[src/rtl/tfr_pkg.sv]
package tfr_pkg;
  localparam int NUM_SRC   = 5;
  localparam int NUM_EXT   = 2;
  localparam int SRC_HIBAT = 0;
  localparam int SRC_LOBAT = 1;
  localparam int SRC_HICOR = 2;
  localparam int SRC_EXT0  = 3;
endpackage

[src/rtl/tfr_sync.sv]
module tfr_sync #(
  parameter int STAGES = 2
) (
  input  logic clk,
  input  logic bor_rst,
  input  logic d_i,
  output logic q_o
);
  logic [STAGES-1:0] chain;

  genvar g;
  generate
    for (g = 0; g < STAGES; g++) begin : g_stage
      always_ff @(posedge clk) begin
        if (bor_rst) chain[g] <= 1'b0;
        else if (g == 0) chain[g] <= d_i;
        else chain[g] <= chain[(g == 0) ? 0 : g-1];
      end
    end
  endgenerate

  assign q_o = chain[STAGES-1];
endmodule

[src/rtl/tfr_detect.sv]
module tfr_detect #(
  parameter int STAGES = 2
) (
  input  logic clk,
  input  logic sys_rst,
  input  logic bor_rst,
  input  logic raw_i,
  input  logic enable_i,
  input  logic invert_i,
  output logic event_o
);
  logic synced;
  logic cond;
  logic cond_q;

  tfr_sync #(.STAGES(STAGES)) u_sync (
    .clk     (clk),
    .bor_rst (bor_rst),
    .d_i     (raw_i),
    .q_o     (synced)
  );

  // Polarity-corrected, enabled tamper condition
  assign cond = (synced ^ invert_i) & enable_i;

  // Held at 1 during any reset so a condition already present cannot fire
  always_ff @(posedge clk) begin
    if (bor_rst || sys_rst) cond_q <= 1'b1;
    else cond_q <= cond;
  end

  assign event_o = cond & ~cond_q & ~sys_rst & ~bor_rst;
endmodule

[src/rtl/tfr_flags.sv]
module tfr_flags #(
  parameter int NSRC   = 5,
  parameter int DATA_W = 8
) (
  input  logic              clk,
  input  logic              sys_rst,
  input  logic              bor_rst,
  input  logic [NSRC-1:0]   hw_evt_i,
  input  logic              wr_en_i,
  input  logic [DATA_W-1:0] wr_data_i,
  output logic [DATA_W-1:0] flags_o,
  output logic              drst_o
);
  localparam int PAD = DATA_W - NSRC;

  logic [NSRC-1:0] flags;
  logic [NSRC-1:0] sw_next;

  // Software path first; hardware events OR on top so they win
  assign sw_next = wr_en_i ? wr_data_i[NSRC-1:0] : flags;

  always_ff @(posedge clk) begin
    if (bor_rst) begin
      flags  <= '0;
      drst_o <= 1'b0;
    end else if (sys_rst) begin
      drst_o <= 1'b0;
    end else begin
      flags  <= sw_next | hw_evt_i;
      drst_o <= |(hw_evt_i & ~flags);
    end
  end

  generate
    if (PAD > 0) begin : g_pad
      logic unused_hi;
      assign unused_hi = ^wr_data_i[DATA_W-1:NSRC];
      assign flags_o   = {{PAD{1'b0}}, flags};
    end else begin : g_nopad
      assign flags_o = flags;
    end
  endgenerate
endmodule

[src/rtl/tamper_flag_reg.sv]
module tamper_flag_reg
  import tfr_pkg::*;
#(
  parameter int DATA_W      = 8,
  parameter int SYNC_STAGES = 2
) (
  input  logic              clk,
  input  logic              sys_rst,
  input  logic              bor_rst,
  input  logic              cmp_hibat,
  input  logic              cmp_lobat,
  input  logic              cmp_hicore,
  input  logic [1:0]        ext_pin,
  input  logic              en_hibat,
  input  logic              en_lobat,
  input  logic              en_hicore,
  input  logic [1:0]        en_ext,
  input  logic [1:0]        ext_nc,
  input  logic              wr_en,
  input  logic [DATA_W-1:0] wr_data,
  output logic [DATA_W-1:0] flags_q,
  output logic              drst_pulse
);
  logic [NUM_SRC-1:0] raw_vec;
  logic [NUM_SRC-1:0] en_vec;
  logic [NUM_SRC-1:0] inv_vec;
  logic [NUM_SRC-1:0] evt_vec;

  assign raw_vec = {ext_pin, cmp_hicore, cmp_lobat, cmp_hibat};
  assign en_vec  = {en_ext, en_hicore, en_lobat, en_hibat};
  assign inv_vec = {ext_nc, {SRC_EXT0{1'b0}}};

  genvar s;
  generate
    for (s = 0; s < NUM_SRC; s++) begin : g_src
      tfr_detect #(.STAGES(SYNC_STAGES)) u_det (
        .clk      (clk),
        .sys_rst  (sys_rst),
        .bor_rst  (bor_rst),
        .raw_i    (raw_vec[s]),
        .enable_i (en_vec[s]),
        .invert_i (inv_vec[s]),
        .event_o  (evt_vec[s])
      );
    end
  endgenerate

  tfr_flags #(.NSRC(NUM_SRC), .DATA_W(DATA_W)) u_flags (
    .clk       (clk),
    .sys_rst   (sys_rst),
    .bor_rst   (bor_rst),
    .hw_evt_i  (evt_vec),
    .wr_en_i   (wr_en),
    .wr_data_i (wr_data),
    .flags_o   (flags_q),
    .drst_o    (drst_pulse)
  );
endmodule

[config.mk]
export PLATFORM = sky130hd
export DESIGN_NAME = tamper_flag_reg
export DESIGN_NICKNAME = d
export VERILOG_FILES = /design/src/rtl/tfr_pkg.sv /design/src/rtl/tfr_sync.sv /design/src/rtl/tfr_detect.sv /design/src/rtl/tfr_flags.sv /design/src/rtl/tamper_flag_reg.sv
export SDC_FILE = /design/constraint.sdc
export NUM_CORES = 1
export LEC_CHECK = 0
export BUFFER_PORTS_ARGS = -buffer_cell sky130_fd_sc_hd__buf_2
export CORE_MARGIN = 5
export CORE_UTILIZATION = 45
export DETAILED_ROUTE_END_ITERATION = 16
export PLACE_DENSITY = 0.75
export SLEW_MARGIN = 20
export SYNTH_ARGS = -nofsm -noshare
export SYNTH_HDL_FRONTEND = slang
export SYNTH_SLANG_ARGS = --single-unit
[constraint.sdc]
create_clock -name clk -period 2.6 [get_ports clk]
set_input_delay 0.52 -clock clk [delete_from_list [all_inputs] [get_ports clk]]
set_output_delay 0.52 -clock clk [all_outputs]
set_load 0.01 [all_outputs]
* Word-level counts from Yosys, hierarchy flattened
Index checks and enable logic that the tools add are counted.
Widths: inputs -> output; s select.
** Operators by class
- Bitwise operators :: 32
- Muxes and demuxes :: 1
- Reduce and logical (&&, ||, !) cells :: 3
** Operators by type and width (count)
- $and 1x1->1 :: 20
- $not 1->1 :: 7
- $and 5x5->5 :: 1
- $mux 5 :: 1
- $not 5->5 :: 1
- $or 5x5->5 :: 1
- $reduce_or 5->1 :: 1
- $reduce_or 2->1 :: 1
- $xor 1x1->1 :: 2
- $logic_or 1x1->1 :: 1
** Word-level totals
- Input bits :: 24
- Bits in registers :: 21
- Output and inout bits :: 9
- Logic and storage cells :: 53

* Depth between registers and ports, before layout
Gate-level depths: netlist of run 1.
- Word-level depth :: 7
- Gate-level depth with buffers :: 4
- Mapped depth without buffers :: 3

* Cells and area by module
From an unflattened synthesis of run 1, not the netlist that was laid out.
** Unflattened totals
- Cell total of the unflattened synthesis :: 88
- Area, all modules :: 877.1 µm²
** Modules (own cells, without submodules)
- tfr_flags :: cells each 37, area each 329.1 µm², times used 1
- tfr_detect :: cells each 6, area each 56.3 µm², times used 5
- tfr_sync :: cells each 4, area each 52.6 µm², times used 5
- tamper_flag_reg :: cells each 1, area each 3.8 µm², times used 1

* Least setup slack after synthesis of run 1
OpenSTA, ideal clock, no wires.
- Path type :: input-to-reg
- Start :: in sys_rst
- End :: reg u_flags.flags[3]
- Slack :: 1.339 ns
- Stages :: 4
- Arrival :: 1.136 ns
- Buffers on the path :: 1
- Cell sequence :: buf_2 > nand2b_1 > a311oi_1 > nor4_1
** On the way
- Cells in the longest elaborated chain, start to end :: 4
** RTL lines
- from (decl) :: RTL line tamper_flag_reg.sv:8 : input logic sys_rst,
- $not 1->1 :: RTL line tfr_detect.sv:32 : assign event_o = cond & ~cond_q & ~sys_rst & ~bor_rst;
- $and 1x1->1 (2 in a row) :: RTL line tfr_detect.sv:32
- $or 5x5->5 :: RTL line tfr_flags.sv:29 : flags <= sw_next | hw_evt_i;
- to (signal assigned) :: RTL line tfr_flags.sv:29
- to (decl) :: RTL line tfr_flags.sv:16 : logic [NSRC-1:0] flags;
Several ways; a longest one is shown, not always the timed one.
A chain may end at the register's enable or synchronous reset.

* Worst setup path after layout of run 1
- Start :: reg u_flags.flags[3]
- End :: out flags_q[3]
** RTL lines
- to (decl) :: RTL line tamper_flag_reg.sv:21 : output logic [DATA_W-1:0] flags_q,
No word-level cell between the ends.

==> out/metrics.yaml, run 1 <==
start_kind: "flop"
worstSkewPairLatency_ns: 0.29
p_int_uw: 428
report.final.setup_viol: 0
areaGrowthSynthToFinish_pct: 20.3
via_count: 632
slowest_delay_ns: 0.39
slew_violations: 0
ys_ff_latch: 21
cp-end-kind: "output pin"
stdcell_area_um2: 970
synth_edf_count: 0
synth.area.mux_share: 0
grt_overflow: 0
hold_violations: 0
dpl_cell_area_um2: 942
route.detailed.drc: 0
port_buffers: 26
synth-main-ff-cell: "dfxtp_1"
setup-tns-final_ns: 0
synth.cell_area_um2: 806
avgSynthCellArea_um2: 9.59
dp_hpwl_um: 1100
clkTransAtPathRegs_ns: 0.11
path_delay_family: "flip-flops"
path_cells: "buf_2"
initial_core_util: 0.472
die-area_um2: 2740
layout.nets: 136
wl_per_cell_um: 10.1
min_period_ns: 1.36
yosys.area.top_type_share: 0.522
antenna-diode-count: 0
grt_max_degree: 18
seq_area_frac_synth: 0.522
firstDrtPassIters: 3
synthDistinctLibCells: 21
synthCells: 84
globalplace.congestion: 0.725
grt_pass1_wl_um: 2070
ir_drop_mv: 0.239
die_x_um: 52.3
synth_largest_area_cell: "dfxtp_1"
grt_pass1_vias: 528
root_buffer: "clkbuf_4"
drive_gt1_frac: 0.279
p_sw_frac: 0.236
worstSetupPathType: "reg -> out"
routed_wl_um: 1380
rrSetupSlack_ns: 1.50
num_io_pins: 33
whs_ns: 0.423
outcome: "finished, final reports clean"
row_count: 15
pwr-share-seq: 0.618
track_usage: 0.102
yosysWarnings: 0
synth_fa_ha_area_frac: 0
die_h_um: 52.3
vias_per_cell: 4.65
crit_fanout: 4
critical_path_buf_inv_count: 1
multi_input_area_um2: 342
cp.required_ns: 2.08
htreeDepth: 1
numCtsBuffers: 3
synth.most_common_cell: "dfxtp_1"
cp_slowest_cell: "dfxtp_1"
synth_top_family_by_area: "simple AND/OR/NAND/NOR gates"
seq_area_um2: 420
p_leak_uw: 0.000432
clock-sinks: 21
yosys.area_share.simple: 0.245
switching_power_uw: 132
drv_cap: 0
max_freq_mhz: 737
synth_compound_area_frac: 0.134
clockBufferDepth: 2
synth-xor-area-share: 0.0311
fillCellCount: 158
detail-route-antenna-nets: 0
cts.repair.resized: 0
hold_class: "in -> reg"
powerDensity_nw_per_um2: 577
synthTopCellsByArea: "dfxtp_1 (52%), nor2b_1 (7.8%), a311oi_1 (5.4%)"
post-route-period-util: 0.522
antenna_found_initial: 0
clock_skew_ns: 0.00433
synth.top_cells.by_count: "dfxtp_1 (21), nand2_1 (10), nor2b_1 (10)"
crit_arrival_ns: 0.84
cts_hold_buf: 0
coreArea_um2: 1710
combPwrFrac: 0.117
cts_tree: "yes"
async_flop_share: 0
drt_iter0_markers: 4
cts_setup_buffers: 0
clockPowerShare: 0.265
rsz0062_at_grt: "false"
path summary, 6_finish.rpt:
check                                                 endpoint                      startpoint  cells past startpoint
worst max register to register                  u_flags.drst_o           g_src[2].u_det.cond_q                      3
worst min register to register       g_src[3].u_det.u_sync.q_o  g_src[3].u_det.u_sync.chain[0]                      1
worst max-delay path                                flags_q[3]                u_flags.flags[3]                      1
worst min-delay path            g_src[0].u_det.u_sync.chain[0]                       cmp_hibat                      2
layout by cell type, fill, tap and decap left out, drive strengths merged, types with 2 or more instances in the layout:
| cell type | instances |
|---|---|
| o21a | 3 |
| a21oi | 6 |
| nor2 | 3 |
| nor3b | 3 |
| nand2 | 10 |
| nand3b | 3 |
| dfxtp | 21 |
| nand4 | 2 |
| a311oi | 5 |
| clkbuf | 3 |
| nor2b | 10 |
| inv | 5 |
| xor2 | 2 |
| conb | 3 |
| buf | 26 |
registers in the layout (all words and copies together) (netlist names):
register,count
g_src.u_det.cond_q,5
g_src.u_det.u_sync.q_o,5
u_flags.flags,5
u_flags.drst_o,1
g_src.u_det.u_sync.chain,5
metal layers:
layer	part of all wire	wire length, um	track usage	up-vias
met4	0.0058	8	0.0511	0
met3	0.10	140	0.0285	2
met5	0	0	0	-
met1	0.43	588	0.107	275
li1	-	-	-	334
met2	0.47	642	0.184	21
power groups by stage:
stage	sequential (uW)	combinational (uW)	clock (uW)
floorplan	355	37.9	0
global placement	353	63.6	0
detailed placement	353	65.9	0
CTS	346	66.0	157
global route	348	73.7	165
finish	346	65.4	149
logic make-up (layout without fill, tap and decap cells):
group	count (synthesis)	count (layout)
other	1	3
and+or+nand+nor	35	35
DFF	21	21
xor gates and xnor gates	2	2
buffers and inverters	10	35
AOI/OAI and AO/OA	15	15
per-stage QoR:
step | total power (uW) | util | instances | setup slack (ns)
2_1_floorplan | 393 | - | 86 | 1.34
3_3_place_gp | 416 | 0.552 | 132 | 1.26
6_report | 560 | 0.568 | 136 | 1.24
3_5_place_dp | 419 | 0.552 | 132 | 1.24
4_1_cts | 569 | 0.568 | 136 | 1.23
5_1_grt | 586 | 0.568 | 136 | 1.20
area by class of cell:
class	count	area share
well taps	25	0.0323
repair buffers	26	0.134
multi-input cells	55	0.352
clock buffers	3	0.0232
clock inverters	1	0.00516
flip-flops and latches	21	0.434
inverters	5	0.0194
(Power assumes the default switching activity.)
==> run 2, diff against run 1 <==
- CORE_UTILIZATION: 45 -> 41
- PLACE_DENSITY: 0.75 -> 0.72
- clock period: 2.6 -> 1.18 ns (I/O delays scaled with it)
==> run 2 against run 1 <==
  * Via count up 1.6%
  * Critical path depth increased by 2
  * Sequential cell count did not move
  * First-iteration DRC count increased to 2.5 times the previous value
  * Sequential power up 120%
  * Worst hold slack got worse by 0.28 ns
  * Die area rose by 7.9%
  * Setup slack worse by 1.1 ns
  * Non-clock buffer count up 1
  * Critical path type is now reg -> reg
==> out/metrics.yaml, run 2 (synthesized netlist as in run 1, its figures left out) <==
slew_violations: 0
min_period_ns: 1.08
root_buffer: "clkbuf_4"
grt_max_degree: 12
setup-tns-final_ns: 0
min_to: "g_src[1].u_det.u_sync.chain[0]"
start_kind: "flop"
clockBufferDepth: 2
hold_class: "in -> reg"
fillCellCount: 200
die-area_um2: 2950
grt_overflow: 0
grt_pass1_wl_um: 2140
worstSetupPathType: "reg -> reg"
critical_path_buf_inv_count: 0
layout.nets: 137
fin_cells: 139
drive_gt1_frac: 0.277
track_usage: 0.105
whs_ns: 0.141
firstDrtPassIters: 2
clock-sinks: 21
route.detailed.drc: 0
cts_tree: "yes"
layout_common_cells: "buf_2 (26), dfxtp_1 (21), nor2b_1 (10), nand2_1 (10), a21oi_1 (6)"
clkTransAtPathRegs_ns: 0.10
min_from: "cmp_lobat"
ir_drop_mv: 0.889
path_cells: "nand3b_1 > o221a_1 > a311oi_1"
cp_slowest_cell: "dfxtp_1"
slowest_delay_ns: 0.31
clock_skew_ns: 0.00202
globalplace.congestion: 0.672
drt_iter0_markers: 10
p_int_uw: 950
p_sw_frac: 0.229
report.final.setup_viol: 0
top_layer: "met4"
r2r-start: "g_src[2].u_det.cond_q"
detail-route-antenna-nets: 0
wl_per_cell_um: 9.86
crit_fanout: 3
hold_violations: 0
post-route-period-util: 0.911
row_count: 16
rrSetupSlack_ns: 0.10
areaGrowthSynthToFinish_pct: 21.4
cts_setup_buffers: 0
timing.rr.end: "u_flags.drst_o"
cp.required_ns: 1.39
cts.repair.resized: 0
drv_cap: 0
dp_hpwl_um: 1110
vias_per_cell: 4.62
clockPowerShare: 0.263
p_leak_uw: 0.000434
dr_wl_met3_um: 160
die_h_um: 54.3
outcome: "finished, final reports clean"
num_io_pins: 33
coreArea_um2: 1920
met1_length_um: 583
numCtsBuffers: 3
reg2reg_depth: 3
cp-end-kind: "flop"
routed_wl_um: 1370
final_common_cell: "buf_2"
htreeDepth: 1
rsz0062_at_grt: "false"
seq_area_um2: 420
initial_core_util: 0.419
multi_input_area_um2: 342
max_freq_mhz: 930
port_buffers: 26
dp_cells: 135
powerDensity_nw_per_um2: 1260
antenna_found_initial: 0
pwr-share-seq: 0.619
antenna-diode-count: 0
path_delay_family: "compound AO/OA/AOI/OAI gates"
via_count: 642
switching_power_uw: 281
wl_met2_um: 580
combPwrFrac: 0.119
crit_arrival_ns: 1.29
worstHoldPathCells: 2
worstSkewPairLatency_ns: 0.29
die_x_um: 54.3
grt_pass1_vias: 557
cts_hold_buf: 0
[run 2: cell types whose count changed in the layout (fill, tap and decap cells not counted)]
cell | before | now
buf_4 | 0 | 1
clkbuf_1 | 0 | 1
clkinv_2 | 1 | 0
[run 2: power groups by stage]
stage               logic [uW]  clock network (uW)  registers (uW)
floorplan                 83.5                   0             783
global placement           144                   0             778
detailed placement         147                   0             779
CTS                        148                 345             763
global route               165                 366             767
finish                     146                 323             762
[run 2: metrics by stage]
stage	total power [uW]	setup WS, ns	area (um2)	utilization
final	1230	0.105	978	0.509
after global routing	1300	0.00668	978	0.509
after CTS	1260	0.0866	978	0.509
after detailed placement	927	0.0850	952	0.495
after global placement	921	0.113	952	0.495
after floorplan	866	0.179	813	-
[run 2: worst max-delay path by stage]
| stage | from | to | slack (ns) | cells past startpoint |
|---|---|---|---|---|
| 6_report | g_src[2].u_det.cond_q | u_flags.drst_o | 0.10 | 3 |
| 5_1_grt | g_src[4].u_det.u_sync.q_o | u_flags.flags[4] | 0.007 | 3 |
| 4_1_cts | u_flags.flags[3] | flags_q[3] | 0.09 | 1 |
| 3_5_place_dp | ext_nc[1] | u_flags.drst_o | 0.09 | 4 |
| 3_3_place_gp | ext_nc[1] | u_flags.drst_o | 0.11 | 4 |
| 2_1_floorplan | g_src[2].u_det.cond_q | u_flags.drst_o | 0.18 | 3 |
[run 2: worst reg2reg max path, stage by stage, from the launching register on]
cell	delay (ns)
dfxtp_1	0.31
nand3b_1	0.19
o221a_1	0.26
a311oi_1	0.24
[run 2: cell type report]
type,count,share of cell area
Sequential cell,21,0.430
Multi-Input combinational cell,55,0.349
Timing Repair Buffer,27,0.141
Tap cell,27,0.0345
Clock buffer,4,0.0269
Inverter,5,0.0192
[run 2: per-layer routing]
metal | vias to the layer above | GRT usage
met5 | - | 0
met4 | 0 | 0.0871
met3 | 4 | 0.0300
met2 | 25 | 0.169
met1 | 278 | 0.112
li1 | 335 | -
